**config.mk**
```make
export PLATFORM = sky130hd
export DESIGN_NAME = mbx_array
export DESIGN_NICKNAME = d
export VERILOG_FILES = /design/src/rtl/mbx_pkg.sv /design/src/rtl/mbx_port_dec.sv /design/src/rtl/mbx_chan.sv /design/src/rtl/mbx_notify.sv /design/src/rtl/mbx_array.sv
export SDC_FILE = /design/constraint.sdc
export NUM_CORES = 2
export LEC_CHECK = 0
export ABC_AREA = 0
export BUFFER_PORTS_ARGS = -buffer_cell sky130_fd_sc_hd__buf_2
export CELL_PAD_IN_SITES_DETAIL_PLACEMENT = 0
export CELL_PAD_IN_SITES_GLOBAL_PLACEMENT = 1
export CORE_UTILIZATION = 54
export CTS_CLUSTER_DIAMETER = 40
export DETAILED_ROUTE_END_ITERATION = 16
export GPL_ROUTABILITY_DRIVEN = 0
export PLACE_DENSITY = 0.92
export SKIP_LAST_GASP = 1
export SLEW_MARGIN = 20
export SYNTH_ARGS = -nofsm -noshare
export SYNTH_HDL_FRONTEND = slang
export SYNTH_SLANG_ARGS = --single-unit
```
**constraint.sdc**
```tcl
create_clock -name clk -period 6.7 [get_ports clk]
set_clock_uncertainty 0.15 [all_clocks]
set_input_delay 1.34 -clock clk [delete_from_list [all_inputs] [get_ports clk]]
set_output_delay 1.34 -clock clk [all_outputs]
set_load 0.01 [all_outputs]
```
**src/rtl/mbx_pkg.sv**
```systemverilog
package mbx_pkg;
  localparam logic [3:0] RG_ACQ  = 4'd0;
  localparam logic [3:0] RG_DATA = 4'd1;
  localparam logic [3:0] RG_REL  = 4'd2;
  localparam logic [3:0] RG_SET  = 4'd3;
  localparam logic [3:0] RG_CLR  = 4'd4;
  localparam logic [3:0] RG_STAT = 4'd5;
  localparam logic [3:0] RG_MAP  = 4'd6;
endpackage

```
**src/rtl/mbx_port_dec.sv**
```systemverilog
module mbx_port_dec
  import mbx_pkg::*;
#(
  parameter int NCH = 16,
  parameter int AW  = 8
) (
  input  logic           valid,
  input  logic           write,
  input  logic [AW-1:0]  addr,
  output logic [NCH-1:0] acq,
  output logic [NCH-1:0] wr,
  output logic [NCH-1:0] rel,
  output logic [NCH-1:0] set,
  output logic [NCH-1:0] clr
);
  localparam int IW = AW - 4;
  logic [3:0]    rg;
  logic [IW-1:0] idx;
  assign rg  = addr[AW-1:IW];
  assign idx = addr[IW-1:0];

  for (genvar n = 0; n < NCH; n++) begin : g_dec
    logic hit;
    assign hit    = valid && (idx == IW'(n));
    assign acq[n] = hit && !write && (rg == RG_ACQ);
    assign wr[n]  = hit &&  write && (rg == RG_DATA);
    assign rel[n] = hit &&  write && (rg == RG_REL);
    assign set[n] = hit &&  write && (rg == RG_SET);
    assign clr[n] = hit &&  write && (rg == RG_CLR);
  end
endmodule

```
**src/rtl/mbx_chan.sv**
```systemverilog
module mbx_chan #(
  parameter int DW  = 32,
  parameter int IDW = 4
) (
  input  logic           clk,
  input  logic           rst_n,
  input  logic           acq0,
  input  logic           acq1,
  input  logic           wr0,
  input  logic           wr1,
  input  logic           rel0,
  input  logic           rel1,
  input  logic [IDW-1:0] id0,
  input  logic [IDW-1:0] id1,
  input  logic [DW-1:0]  wdata0,
  input  logic [DW-1:0]  wdata1,
  output logic           grant0,
  output logic           grant1,
  output logic           locked,
  output logic [IDW-1:0] owner,
  output logic [DW-1:0]  data
);
  logic own0, own1;
  assign own0   = locked && (owner == id0);
  assign own1   = locked && (owner == id1);
  // port 0 takes precedence on a same-cycle acquire
  assign grant0 = acq0 && !locked;
  assign grant1 = acq1 && !locked && !acq0;

  always_ff @(posedge clk) begin
    if (!rst_n) begin
      locked <= 1'b0;
      owner  <= '0;
      data   <= '0;
    end else begin
      if (wr0 && own0)      data <= wdata0;
      else if (wr1 && own1) data <= wdata1;
      if (grant0) begin
        locked <= 1'b1;
        owner  <= id0;
      end else if (grant1) begin
        locked <= 1'b1;
        owner  <= id1;
      end else if ((rel0 && own0) || (rel1 && own1)) begin
        locked <= 1'b0;
        owner  <= '0;
      end
    end
  end

  a_r3_port0_wins: assert property (@(posedge clk) disable iff (!rst_n)
    (acq0 && acq1 && !locked) |=> (locked && owner == $past(id0)));
  a_r2_held_stays: assert property (@(posedge clk) disable iff (!rst_n)
    (locked && !(rel0 && own0) && !(rel1 && own1)) |=> (locked && $stable(owner)));
  a_r4_foreign_write: assert property (@(posedge clk) disable iff (!rst_n)
    (!(wr0 && own0) && !(wr1 && own1)) |=> $stable(data));
  a_r5_owner_release: assert property (@(posedge clk) disable iff (!rst_n)
    (rel0 && own0) |=> (!locked && owner == '0));
  a_r1_single_grant: assert property (@(posedge clk) disable iff (!rst_n)
    !(grant0 && grant1));
endmodule

```
**src/rtl/mbx_notify.sv**
```systemverilog
module mbx_notify #(
  parameter int NCH = 16
) (
  input  logic           clk,
  input  logic           rst_n,
  input  logic [NCH-1:0] set0,
  input  logic [NCH-1:0] set1,
  input  logic [NCH-1:0] clr0,
  input  logic [NCH-1:0] clr1,
  output logic [NCH-1:0] pend0,
  output logic [NCH-1:0] pend1
);
  // a port's set raises the peer's line; its clear drops its own line
  always_ff @(posedge clk) begin
    if (!rst_n) begin
      pend0 <= '0;
      pend1 <= '0;
    end else begin
      pend0 <= set1 | (pend0 & ~clr0);
      pend1 <= set0 | (pend1 & ~clr1);
    end
  end

  a_r7_hold_c0: assert property (@(posedge clk) disable iff (!rst_n)
    1'b1 |=> ((pend0 & $past(pend0 & ~clr0)) == $past(pend0 & ~clr0)));
  a_r8_set_wins_c1: assert property (@(posedge clk) disable iff (!rst_n)
    1'b1 |=> ((pend1 & $past(set0)) == $past(set0)));
  a_r8_clear_c1: assert property (@(posedge clk) disable iff (!rst_n)
    1'b1 |=> ((pend1 & $past(clr1 & ~set0)) == '0));
endmodule

```
**src/rtl/mbx_array.sv**
```systemverilog
module mbx_array
  import mbx_pkg::*;
#(
  parameter int NCH = 16,
  parameter int DW  = 32,
  parameter int IDW = 4,
  parameter int AW  = 8
) (
  input  logic           clk,
  input  logic           rst_n,
  input  logic           c0_valid,
  input  logic           c0_write,
  input  logic [AW-1:0]  c0_addr,
  input  logic [DW-1:0]  c0_wdata,
  input  logic [IDW-1:0] c0_id,
  output logic           c0_rvalid,
  output logic [DW-1:0]  c0_rdata,
  input  logic           c1_valid,
  input  logic           c1_write,
  input  logic [AW-1:0]  c1_addr,
  input  logic [DW-1:0]  c1_wdata,
  input  logic [IDW-1:0] c1_id,
  output logic           c1_rvalid,
  output logic [DW-1:0]  c1_rdata,
  output logic [NCH-1:0] irq_c0,
  output logic [NCH-1:0] irq_c1
);
  localparam int IW = AW - 4;

  logic [NCH-1:0] acq0, wr0, rel0, set0, clr0;
  logic [NCH-1:0] acq1, wr1, rel1, set1, clr1;
  logic [NCH-1:0] grant0, grant1, locked;
  logic [IDW-1:0] owner [NCH];
  logic [DW-1:0]  data  [NCH];

  mbx_port_dec #(.NCH(NCH), .AW(AW)) u_dec0 (
    .valid(c0_valid), .write(c0_write), .addr(c0_addr),
    .acq(acq0), .wr(wr0), .rel(rel0), .set(set0), .clr(clr0));
  mbx_port_dec #(.NCH(NCH), .AW(AW)) u_dec1 (
    .valid(c1_valid), .write(c1_write), .addr(c1_addr),
    .acq(acq1), .wr(wr1), .rel(rel1), .set(set1), .clr(clr1));

  for (genvar n = 0; n < NCH; n++) begin : g_ch
    mbx_chan #(.DW(DW), .IDW(IDW)) u_ch (
      .clk(clk), .rst_n(rst_n),
      .acq0(acq0[n]), .acq1(acq1[n]), .wr0(wr0[n]), .wr1(wr1[n]),
      .rel0(rel0[n]), .rel1(rel1[n]), .id0(c0_id), .id1(c1_id),
      .wdata0(c0_wdata), .wdata1(c1_wdata),
      .grant0(grant0[n]), .grant1(grant1[n]),
      .locked(locked[n]), .owner(owner[n]), .data(data[n]));
  end

  mbx_notify #(.NCH(NCH)) u_ntf (
    .clk(clk), .rst_n(rst_n), .set0(set0), .set1(set1),
    .clr0(clr0), .clr1(clr1), .pend0(irq_c0), .pend1(irq_c1));

  function automatic logic [DW-1:0] rd_word(input logic [AW-1:0] a,
                                            input logic g,
                                            input logic [NCH-1:0] pend);
    logic [3:0]    rg;
    logic [IW-1:0] ix;
    logic [DW-1:0] w;
    rg = a[AW-1:IW];
    ix = a[IW-1:0];
    w  = '0;
    case (rg)
      RG_ACQ:  w[DW-1] = g;
      RG_DATA: w = data[ix];
      RG_STAT: begin
        w[DW-1]    = locked[ix];
        w[IDW-1:0] = owner[ix];
      end
      RG_MAP:  w[NCH-1:0] = locked;
      RG_CLR:  w[NCH-1:0] = pend;
      default: w = '0;
    endcase
    return w;
  endfunction

  always_ff @(posedge clk) begin
    if (!rst_n) begin
      c0_rvalid <= 1'b0;
      c1_rvalid <= 1'b0;
      c0_rdata  <= '0;
      c1_rdata  <= '0;
    end else begin
      c0_rvalid <= c0_valid && !c0_write;
      c1_rvalid <= c1_valid && !c1_write;
      c0_rdata  <= (c0_valid && !c0_write) ? rd_word(c0_addr, |grant0, irq_c0) : '0;
      c1_rdata  <= (c1_valid && !c1_write) ? rd_word(c1_addr, |grant1, irq_c1) : '0;
    end
  end

  a_r1_read_resp: assert property (@(posedge clk) disable iff (!rst_n)
    (c0_valid && !c0_write) |=> c0_rvalid);
  a_r1_write_silent: assert property (@(posedge clk) disable iff (!rst_n)
    (c1_valid && c1_write) |=> !c1_rvalid);
endmodule

```
==> run_results.csv <==
group,metric,value,unit
outcome,outcome,"finished, final reports clean",
yosys,ys_ff_latch,690,
setup_path,critPathLaunchType,"input pin",
min_path,hold_path.class,"reg -> reg",
setup_path,cp_cell_sequence,"buf_8 > nor2_1 > nand2_1 > nor4_4 > buf_4 > mux2i_1 > nand2_1 > o211a_1",
timing,period_minus_slack,4.19,ns
setup_path,worst-path-stages,8,
setup_path,cp_slowest_stage_delay,0.79,ns
global_routing,grt_start_max_net_pins,202,
cells_and_area,nets,4054,
setup_path,endpoint_kind,"flip-flop",
timing,max_freq,0.239,GHz
clocking,cts_max_level,3,
pwr,power_density,227,mW/mm2
yosys,synth.net_count,4195,
die,die_w,285,um
die,row_count,103,
setup_path,reg2reg_depth,6,
setup_path,crit_path_top_delay_cell,"nor2_1",
global_routing,antenna_found_initial,15,
global_routing,grt_pass1_vias,34189,
detailed_routing,drtPass1Iterations,7,
setup_path,critPathLaunch,"c1_addr[0]",
pwr,switching_share,25.3,%
yosys,netlist_instances,4101,
yosys,ys_seq_area_share,31.9,%
pwr,max-vdd-ir-drop,0.208,mV
timing,min_period_over_period,62.5,%
detailed_routing,vias_per_cell,7.04,
yosys,synthFlopType,"dfxtp_1",
timing,setup_ws,2.51,ns
setup_path,endpoint,"g_ch[12].u_ch.data[8]",
clocking,cts_root_buf,"clkbuf_16",
die,die_area,0.0814,mm2
detailed_routing,drt_wl_total,149000,um
setup_path,r2r_start,"g_ch[15].u_ch.locked",
pwr,combPwrFrac,6.2,%
cells_and_area,area_growth,10.7,%
flow_run,cap_viol_max_count,0,
yosys,ys_types,66,
timing,rsz0062_at_grt,"false",
clocking,cts_setup_buffers,0,
setup_path,cpMostUsedCell,"nand2_1",
timing,finalSetupViolCount,0,
die,core,0.0793,mm2
global_routing,gr-total-overflow,0,
setup_path,cp_top_family,"simple AND/OR/NAND/NOR gates",
detailed_routing,drc,0,
timing,tns,0,ns
clocking,clk_pin_slew,0.06,ns
yosys,ys_warn_count,0,
detailed_routing,final_antenna_net_count,0,
pwr,p_leak,22.6,nW
setup_path,r2r-end,"g_ch[15].u_ch.data[29]",
timing,finalMaxSlewViolations,0,
placement,io_buffers,191,
yosys,synthArstFlopShare,0,%
placement,dp_slack,1.98,ns
timing,fin_hold_ws,0.366,ns
setup_path,critPathMaxFanout,71,
setup_path,required,7.12,ns
clocking,worstSkewPairLatency,0.72,ns
yosys,synth_edf_count,0,
detailed_routing,vias,36007,
detailed_routing,first_iter_violations,4767,
yosys,avgSynthCellArea,10.6,um2
clocking,clockBufferDepth,3,
clocking,cts_tree,"done",
timing,worst_pin_slew,1.26,ns
setup_path,path_class,"in -> reg",
setup_path,r2r_setup_slack,3.62,ns
clocking,ctsHoldBuffers,0,
yosys,syn-cell-area,0.0433,mm2
die,top_level_ports,192,
clocking,cts_sinks,690,
detailed_routing,wl_per_cell,29.0,um
die,initial_core_util,54.7,%
setup_path,cp_data_arrival_time,4.61,ns
placement,place.detailed.hpwl,86400,um
cells_and_area,drive_above_1_share,21.7,%
global_routing,grt.total_usage,35.6,%
clocking,cts-resized-gates,0,
pwr,switchingPower,2.76,mW
timing,maxSlewHeadroom,15.5,%
pwr,p_clk_share,56.1,%
pwr,sequentialPowerShare,37.7,%
pwr,power.internal,8.14,mW
die,die_h,285,um
clocking,numCtsBuffers,111,
global_routing,grt_pass1_wl,221000,um
timing,hold_violations,0,
setup_path,cp_num_buf_inv,2,
-- synthesized netlist by cell type (all sizes together), types with 25 or more instances --
master  instances  area, um2
nor4           56        606
and2           36        225
clkbuf        259        972
xnor2         128       1120
nand2         651       2450
and3           34        221
nor2b          35        219
a21oi          51        255
mux2i         579       5800
o211a         512       5120
mux4          353       7950
a22oi          53        398
o21ai          68        340
nor3           25        151
a21boi         49        368
nand3          55        275
dfxtp         690      13800
nor2           81        314
buf           244       1380
-- power by group through the flow --
stage | Clock [mW] | Combinational (mW) | Sequential, mW
4_1_cts | 6.14 | 0.648 | 4.11
3_3_place_gp | 0 | 0.645 | 4.20
6_report | 6.12 | 0.672 | 4.11
3_5_place_dp | 0 | 0.647 | 4.20
5_1_grt | 6.34 | 0.690 | 4.11
2_1_floorplan | 0 | 0.457 | 4.20
-- worst min-delay path by stage --
| stage | from | end | slack, ns | cells after the start |
|---|---|---|---|---|
| 3_3_place_gp | g_ch[15].u_ch.data[5] | g_ch[15].u_ch.data[5] | 0.34 | 1 |
| 5_1_grt | g_ch[3].u_ch.data[8] | g_ch[3].u_ch.data[8] | 0.39 | 1 |
| 2_1_floorplan | g_ch[15].u_ch.data[0] | g_ch[15].u_ch.data[0] | 0.33 | 1 |
| 4_1_cts | g_ch[3].u_ch.data[26] | g_ch[3].u_ch.data[26] | 0.37 | 1 |
| 6_report | g_ch[3].u_ch.data[14] | g_ch[3].u_ch.data[14] | 0.37 | 1 |
| 3_5_place_dp | g_ch[3].u_ch.data[26] | g_ch[3].u_ch.data[26] | 0.35 | 1 |
-- worst register-to-register path, cell delays in order (launching register included) --
cell and delay (ns):
dfxtp_1 0.84, nand4_1 0.32, nor3_4 0.22, buf_4 0.41
a21o_4 0.67, nand2_1 0.17, o211a_1 0.16
-- layout make-up --
cell class | count | area, um2
well taps | 1050 | 1310
clock buffers | 131 | 2980
fillers | 6378 | 31300
multi-input cells | 2908 | 27300
repair buffers | 249 | 1510
clock inverters | 79 | 1030
diodes | 10 | 25.0
flip-flops and latches | 690 | 13800
-- stage by stage --
| stage | std cells | util (%) | instance area [um2] | total power, mW |
|---|---|---|---|---|
| after global routing | 5112 | 60.5 | 47900 | 11.1 |
| final | 5117 | 60.5 | 48000 | 10.9 |
| after floorplan | 4101 | - | 43300 | 4.65 |
| after detailed placement | 4897 | 55.4 | 43900 | 4.84 |
| after CTS | 5107 | 60.5 | 47900 | 10.9 |
| after global placement | 4897 | 55.4 | 43900 | 4.84 |
-- placed cells by master (no fill, tap or decap), types with 20 or more instances in the layout --
cell type,count
dfxtp_1,690
nand2_1,649
mux2i_1,579
o211a_1,512
mux4_2,353
buf_2,182
xnor2_1,128
clkbuf_16,112
nor2_1,77
o21ai_0,68
buf_4,57
nand3_1,55
a22oi_1,53
a21oi_1,51
nor2b_1,35
and2_1,35
nor4_1,31
and3_1,30
a21boi_1,30
clkinvlp_4,23
nor3_1,20
-- layer usage --
metal | vias to the layer above | part of all wire, % | GRT usage, %
met5 | - | 0.039 | 0
met4 | 10 | 5.7 | 19.6
met3 | 579 | 13 | 11.4
met2 | 2379 | 43 | 52.2
met1 | 17812 | 38 | 46.6
li1 | 15227 | - | -
-- cells by family (layout without fill, tap and decap cells) --
group	after synthesis	after routing	share of synthesized area, %
simple gates	1050	1050	11.8
mux	933	933	31.7
compound gates	797	797	16.6
flops	690	690	31.9
buf+inv	503	459	5.42
xor+xnor	128	128	2.59
other cells	0	10	0
-- state kept, by name, indices dropped and copies added (netlist names) --
register and cells:
c0_rdata 32, c0_rvalid 1, c1_rdata 32, c1_rvalid 1, g_ch.u_ch.data 512, g_ch.u_ch.locked 16
g_ch.u_ch.owner 64, u_ntf.pend0 16, u_ntf.pend1 16
(Power assumes the default switching activity.)
